[config.mk]
export PLATFORM = sky130hd
export DESIGN_NAME = blkbuf_arbiter
export DESIGN_NICKNAME = d
export VERILOG_FILES = /design/src/rtl/bbc_pkg.sv /design/src/rtl/bba_arbiter.sv /design/src/rtl/bba_blk_counter.sv /design/src/rtl/bba_read_ctrl.sv /design/src/rtl/blkbuf_arbiter.sv
export SDC_FILE = /design/constraint.sdc
export NUM_CORES = 1
export LEC_CHECK = 0
export CORE_MARGIN = 8
export CORE_UTILIZATION = 45
export CTS_CLUSTER_DIAMETER = 30
export DETAILED_ROUTE_END_ITERATION = 10
export PLACE_DENSITY = 0.68
export SLEW_MARGIN = 20
export SYNTH_ARGS = -nofsm -noshare
export SYNTH_HDL_FRONTEND = slang
export SYNTH_SLANG_ARGS = --single-unit
[constraint.sdc]
create_clock -name clk -period 7.5 [get_ports clk]
set_input_delay 1.875 -clock clk [delete_from_list [all_inputs] [get_ports clk]]
set_output_delay 1.875 -clock clk [all_outputs]
set_load 0.03 [all_outputs]
[src/rtl/bbc_pkg.sv]
// Shared definitions for the block buffer arbiter.
// Assumes: nothing beyond a single clock domain.
package bbc_pkg;

    // Ownership of the shared memory link.
    typedef enum logic [1:0] {
        ARB_IDLE = 2'd0,
        ARB_WR   = 2'd1,
        ARB_RD   = 2'd2
    } arb_st_t;

    // Words carried by one block transaction.
    localparam int BLOCK_WORDS = 8;

endpackage

[src/rtl/bba_arbiter.sv]
// Fixed-priority owner of the shared memory link.
// The write master wins over the read master. A grant is held until
// blk_done, and a new grant starts only from the idle state, so at
// least one idle cycle separates two grants.
// Assumes: blk_done is meaningful only while a grant is active.
module bba_arbiter
    import bbc_pkg::*;
(
    input  logic clk,
    input  logic rst_n,
    input  logic wr_req,
    input  logic rd_want,
    input  logic blk_done,
    output logic wr_gnt,
    output logic rd_gnt,
    output logic rd_req,
    output logic wr_fin,
    output logic rd_fin
);

    arb_st_t st_q, st_d;
    logic    rd_req_q;

    // Next owner: writes first, then eligible reads, release on completion.
    always_comb begin
        st_d = st_q;
        unique case (st_q)
            ARB_IDLE: begin
                if (wr_req)       st_d = ARB_WR;
                else if (rd_want) st_d = ARB_RD;
            end
            ARB_WR, ARB_RD: begin
                if (blk_done)     st_d = ARB_IDLE;
            end
            default:              st_d = ARB_IDLE;
        endcase
    end

    // Owner register plus the one-cycle read launch strobe.
    always_ff @(posedge clk) begin
        if (!rst_n) begin
            st_q     <= ARB_IDLE;
            rd_req_q <= 1'b0;
        end else begin
            st_q     <= st_d;
            rd_req_q <= (st_q == ARB_IDLE) && !wr_req && rd_want;
        end
    end

    assign wr_gnt = (st_q == ARB_WR);
    assign rd_gnt = (st_q == ARB_RD);
    assign rd_req = rd_req_q;
    assign wr_fin = wr_gnt && blk_done;
    assign rd_fin = rd_gnt && blk_done;

endmodule

[src/rtl/bba_blk_counter.sv]
// Up/down count of complete blocks held in memory.
// If inc and dec arrive together the count is unchanged.
// Assumes: the writer never overfills memory and dec never hits an empty
// count (the read launch already requires a nonzero count).
module bba_blk_counter #(
    parameter int CNT_W = 12
) (
    input  logic             clk,
    input  logic             rst_n,
    input  logic             inc,
    input  logic             dec,
    output logic [CNT_W-1:0] count
);

    localparam logic [CNT_W-1:0] ONE = CNT_W'(1);

    // Count update on block completions.
    always_ff @(posedge clk) begin
        if (!rst_n) begin
            count <= '0;
        end else begin
            unique case ({inc, dec})
                2'b10:   count <= count + ONE;
                2'b01:   count <= count - ONE;
                default: count <= count;
            endcase
        end
    end

endmodule

[src/rtl/bba_read_ctrl.sv]
// Transfer bookkeeping on the read side: latched total, completed reads,
// read eligibility, completion flag and the block read address.
// Assumes: start is pulsed only while no read grant is outstanding.
module bba_read_ctrl #(
    parameter int TOT_W     = 32,
    parameter int ADDR_W    = 20,
    parameter int PEND_W    = 12,
    parameter int BLK_WORDS = 8
) (
    input  logic              clk,
    input  logic              rst_n,
    input  logic              start,
    input  logic [TOT_W-1:0]  total,
    input  logic              fifo_full,
    input  logic [PEND_W-1:0] pend,
    input  logic              rd_fin,
    output logic              rd_want,
    output logic              xfer_done,
    output logic [ADDR_W-1:0] rd_addr
);

    localparam logic [ADDR_W-1:0] ADDR_STEP = ADDR_W'(BLK_WORDS);
    localparam logic [TOT_W-1:0]  CNT_ONE   = TOT_W'(1);

    logic             active_q;
    logic [TOT_W-1:0] tot_q;
    logic [TOT_W-1:0] done_cnt_q;

    // Transfer setup on start, completed-read tally otherwise.
    always_ff @(posedge clk) begin
        if (!rst_n) begin
            active_q   <= 1'b0;
            tot_q      <= '0;
            done_cnt_q <= '0;
        end else if (start) begin
            active_q   <= 1'b1;
            tot_q      <= total;
            done_cnt_q <= '0;
        end else if (rd_fin) begin
            done_cnt_q <= done_cnt_q + CNT_ONE;
        end
    end

    // Read address moves one block per finished read, wrapping naturally.
    always_ff @(posedge clk) begin
        if (!rst_n)      rd_addr <= '0;
        else if (rd_fin) rd_addr <= rd_addr + ADDR_STEP;
    end

    assign xfer_done = active_q && (done_cnt_q == tot_q);
    assign rd_want   = active_q && (done_cnt_q != tot_q) &&
                       (pend != '0) && !fifo_full;

endmodule

[src/rtl/blkbuf_arbiter.sv]
// Top of the block buffer arbiter. It joins the fixed-priority link
// arbiter, the pending-block counter and the read-side controller.
// Assumes: one block per grant, with blk_done marking its end.
module blkbuf_arbiter #(
    parameter int TOT_W  = 32,
    parameter int ADDR_W = 20,
    parameter int PEND_W = 12
) (
    input  logic              clk,
    input  logic              rst_n,
    input  logic              start,
    input  logic [TOT_W-1:0]  total_blocks,
    input  logic              wr_req,
    input  logic              fifo_full,
    input  logic              blk_done,
    output logic              wr_gnt,
    output logic              rd_gnt,
    output logic              rd_req,
    output logic              xfer_done,
    output logic [ADDR_W-1:0] rd_addr,
    output logic [PEND_W-1:0] pend_blocks
);

    logic rd_want;
    logic wr_fin;
    logic rd_fin;

    bba_arbiter u_arb (
        .clk      (clk),
        .rst_n    (rst_n),
        .wr_req   (wr_req),
        .rd_want  (rd_want),
        .blk_done (blk_done),
        .wr_gnt   (wr_gnt),
        .rd_gnt   (rd_gnt),
        .rd_req   (rd_req),
        .wr_fin   (wr_fin),
        .rd_fin   (rd_fin)
    );

    bba_blk_counter #(.CNT_W(PEND_W)) u_cnt (
        .clk   (clk),
        .rst_n (rst_n),
        .inc   (wr_fin),
        .dec   (rd_fin),
        .count (pend_blocks)
    );

    bba_read_ctrl #(
        .TOT_W     (TOT_W),
        .ADDR_W    (ADDR_W),
        .PEND_W    (PEND_W),
        .BLK_WORDS (bbc_pkg::BLOCK_WORDS)
    ) u_rd (
        .clk       (clk),
        .rst_n     (rst_n),
        .start     (start),
        .total     (total_blocks),
        .fifo_full (fifo_full),
        .pend      (pend_blocks),
        .rd_fin    (rd_fin),
        .rd_want   (rd_want),
        .xfer_done (xfer_done),
        .rd_addr   (rd_addr)
    );

endmodule

==> run_results.csv <==
group,metric,value,unit
pwr,power.total,1084,uW
sta,timing.final.crit_share,65.80,%
clock_tree,htree_levels,3,
clock_tree,clock_latency,0.35,ns
floorplan,core,10940,um2
sta,final-setup-viol-count,0,
setup_path,cpPeakStageDelay,0.53,ns
floorplan,die_y,122.2,um
setup_path,path_class,"in -> reg",
clock_tree,cts_buffers,9,
setup_path,crit_top_cell,"ha_1",
global_route,grt_pass1_vias,3911,
pwr,irDropWorstVdd,0.1329,mV
floorplan,dieWidth,122.2,um
yosys,synth_edf_count,0,
yosys,yosysWarnings,0,
finish,finish.net_count,669,
global_route,gr-total-overflow,0,
detailed_routing,vias,4063,
finish,antenna_cells,0,
clock_tree,cts_tree,"done",
finish,n_fill_cell,992,
yosys,netlist.area_leader.share,38.28,%
detailed_routing,viasPerCell,5.290,
pwr,leakage,0.002337,uW
flow_run,maxCapViolCount,0,
clock_tree,root_buffer,"clkbuf_16",
global_route,grt_start_max_net_pins,75,
detailed_routing,ant_nets,0,
setup_path,critPathSlowestCell,"clkdlybuf4s50_1",
floorplan,rows,38,
detailed_routing,drt_iter0_drc,206,
finish,final_area,6118,um2
finish,drive_gt1_share,4.936,%
yosys,yosys-top-cells-area,"dfxtp_1 38%, xor2_1 9.0%, mux2i_1 7.1%, nor2b_1 4.6%, xnor2_1 4.5%",
sta,setup_tns,0,ns
setup_path,crit_chain,"clkdlybuf4s50_1, nand2_1, inv_1, ha_1, buf_4, xor2_1, ha_1, a21boi_0, o22ai_1, or3_1, o31a_1, nand3_1, o211ai_1",
yosys,syn_area,5072,um2
sta,fin_skew,0.008647,ns
global_route,grt_pass1_wl,19300,um
setup_path,worst_path_dominant_cell_family,"buffers and inverters",
yosys,async_flop_share,0,%
sta,max_freq,202.6,MHz
floorplan,io_pins,74,
sta,min_period,4.935,ns
global_route,gr-usage-all-layers,15.98,%
finish,syn_to_final_growth,20.62,%
setup_path,end_kind,"register",
yosys,synth_common_cells,"97 x dfxtp_1, 52 x xor2_1, 43 x nor2_1",
yosys,syn_area_per_cell,8.883,um2
global_route,antenna_found_initial,0,
clock_tree,cts_buffer_depth,2,
sta,final_hold_viol_count,0,
setup_path,cp_num_buf_inv,3,
clock_tree,post-cts-setup-buffers,0,
yosys,synthCells,571,
detailed_routing,drtPass1Iterations,4,
yosys,ys_ff_latch,97,
clock_tree,path_clk_slew,0.07,ns
detailed_routing,wl_per_cell,14.93,um
clock_tree,cts.repair.resized,0,
setup_path,crit_required,7.74,ns
placement,globalplace.congestion,0.8570,
clock_tree,clkSinkCount,97,
sta,slew_headroom,33.06,%
detailed_routing,wl,11470,um
pwr,pwr_density_cell,177.2,nW/um2
placement,port_buffers,70,
yosys,synth_most_common_cell,"dfxtp_1",
placement,dp.final_hpwl,8142,um
floorplan,dieArea,14930,um2
sta,slew_viol_final,0,
sta,rsz0062_at_grt,"false",
setup_path,critPathLaunchType,"input pin",
min_path,min_path_type,"reg -> reg",
clock_tree,holdBufCountCts,0,
yosys,ys.flop_type,"dfxtp_1",
placement,post_dp_cell_area,5821,um2
yosys,netlist.top_cell.by_area,"dfxtp_1",
floorplan,start_util,46.38,%
yosys,synth.yosys.seq_area_share,38.28,%
placement,dp.cells,752,
finish,utilization,55.95,%
setup_path,cp.arrival,5.17,ns
yosys,synthDistinctLibCells,55,
detailed_routing,drc_errors,0,
setup_path,cp_max_fo,37,
sta,tightestPinTransition,1.004,ns
finish,instances_no_fill,768,
run_status,status,"completed",
worst register-to-register path: cells and delay by family, from the launching register on:
family / cells / cell delay [ns]
compound gates: 4 / 0.84
fa+ha+maj: 3 / 0.63
simple gates: 3 / 0.66
buf+inv: 3 / 0.74
xor+xnor: 1 / 0.18
flops: 1 / 0.34
layer usage:
metal | track usage [%] | up-vias | part of all wire [%]
li1 | - | 2065 | -
met1 | 20.24 | 1901 | 46
met2 | 25.28 | 76 | 47
met3 | 4.766 | 21 | 4.6
met4 | 5.712 | 0 | 2.0
met5 | 0 | - | 0
cells in the final DEF (no fill, tap or decap), types with 20 or more instances in the layout:
| cell type | netlist | layout |
|---|---|---|
| nor2_1 | 43 | 43 |
| nand2_1 | 35 | 35 |
| dfxtp_1 | 97 | 97 |
| nand3_1 | 20 | 20 |
| nor2b_1 | 37 | 37 |
| xnor2_1 | 26 | 26 |
| mux2i_1 | 36 | 36 |
| xor2_1 | 52 | 52 |
| clkdlybuf4s50_1 | 0 | 68 |
report_power, final:
part           switching (uW)  total, uW  internal, uW
clock network             195        461           266
logic                    40.3       85.6          45.3
registers                10.5        538           527
stage by stage:
step,hold slack [ns],worst slack [ns]
2_1_floorplan,0.4415,2.684
3_3_place_gp,0.4819,2.471
3_5_place_dp,0.4891,2.328
4_1_cts,0.4990,2.595
5_1_grt,0.5260,2.281
6_report,0.4949,2.565
state kept, by name (all words and copies together), names as in the netlist:
name and count:
u_arb.rd_req 1, u_arb.st_q 2, u_cnt.count 12, u_rd.active_q 1
u_rd.done_cnt_q 32, u_rd.rd_addr 17, u_rd.tot_q 32
area by class of cell:
cell class	count	area, um2	share of cell area [%]
multi-input combinational	433	2957	48.32
sequential	97	1942	31.74
timing repair buffer	73	713.2	11.66
clock buffer	11	242.7	3.967
tap	140	175.2	2.863
clock inverter	5	55.05	0.8998
inverter	9	33.78	0.5521
cells by family after synthesis:
logic type | Yosys count | synth area share [%]
other cells | 1 | 0.07393
flops | 97 | 38.28
compound gates | 69 | 8.510
simple gates | 238 | 26.79
buf+inv | 43 | 3.577
fa+ha+maj | 8 | 1.973
xor+xnor | 78 | 13.47
mux | 37 | 7.326
worst paths after layout:
check	end	slack, ns	cells after the start	from
hold reg to reg	u_rd.done_cnt_q[31]$_SDFFE_PP0P_	0.49	2	u_rd.done_cnt_q[31]$_SDFFE_PP0P_
setup reg to reg	u_cnt.count[10]$_SDFFE_PN0P_	3.99	14	u_arb.st_q[0]$_SDFFE_PN0P_
hold / removal	u_rd.done_cnt_q[31]$_SDFFE_PP0P_	0.49	2	u_rd.done_cnt_q[31]$_SDFFE_PP0P_
setup / recovery	u_cnt.count[10]$_SDFFE_PN0P_	2.57	13	blk_done
Note: power is estimated with default switching activity, not from simulation.
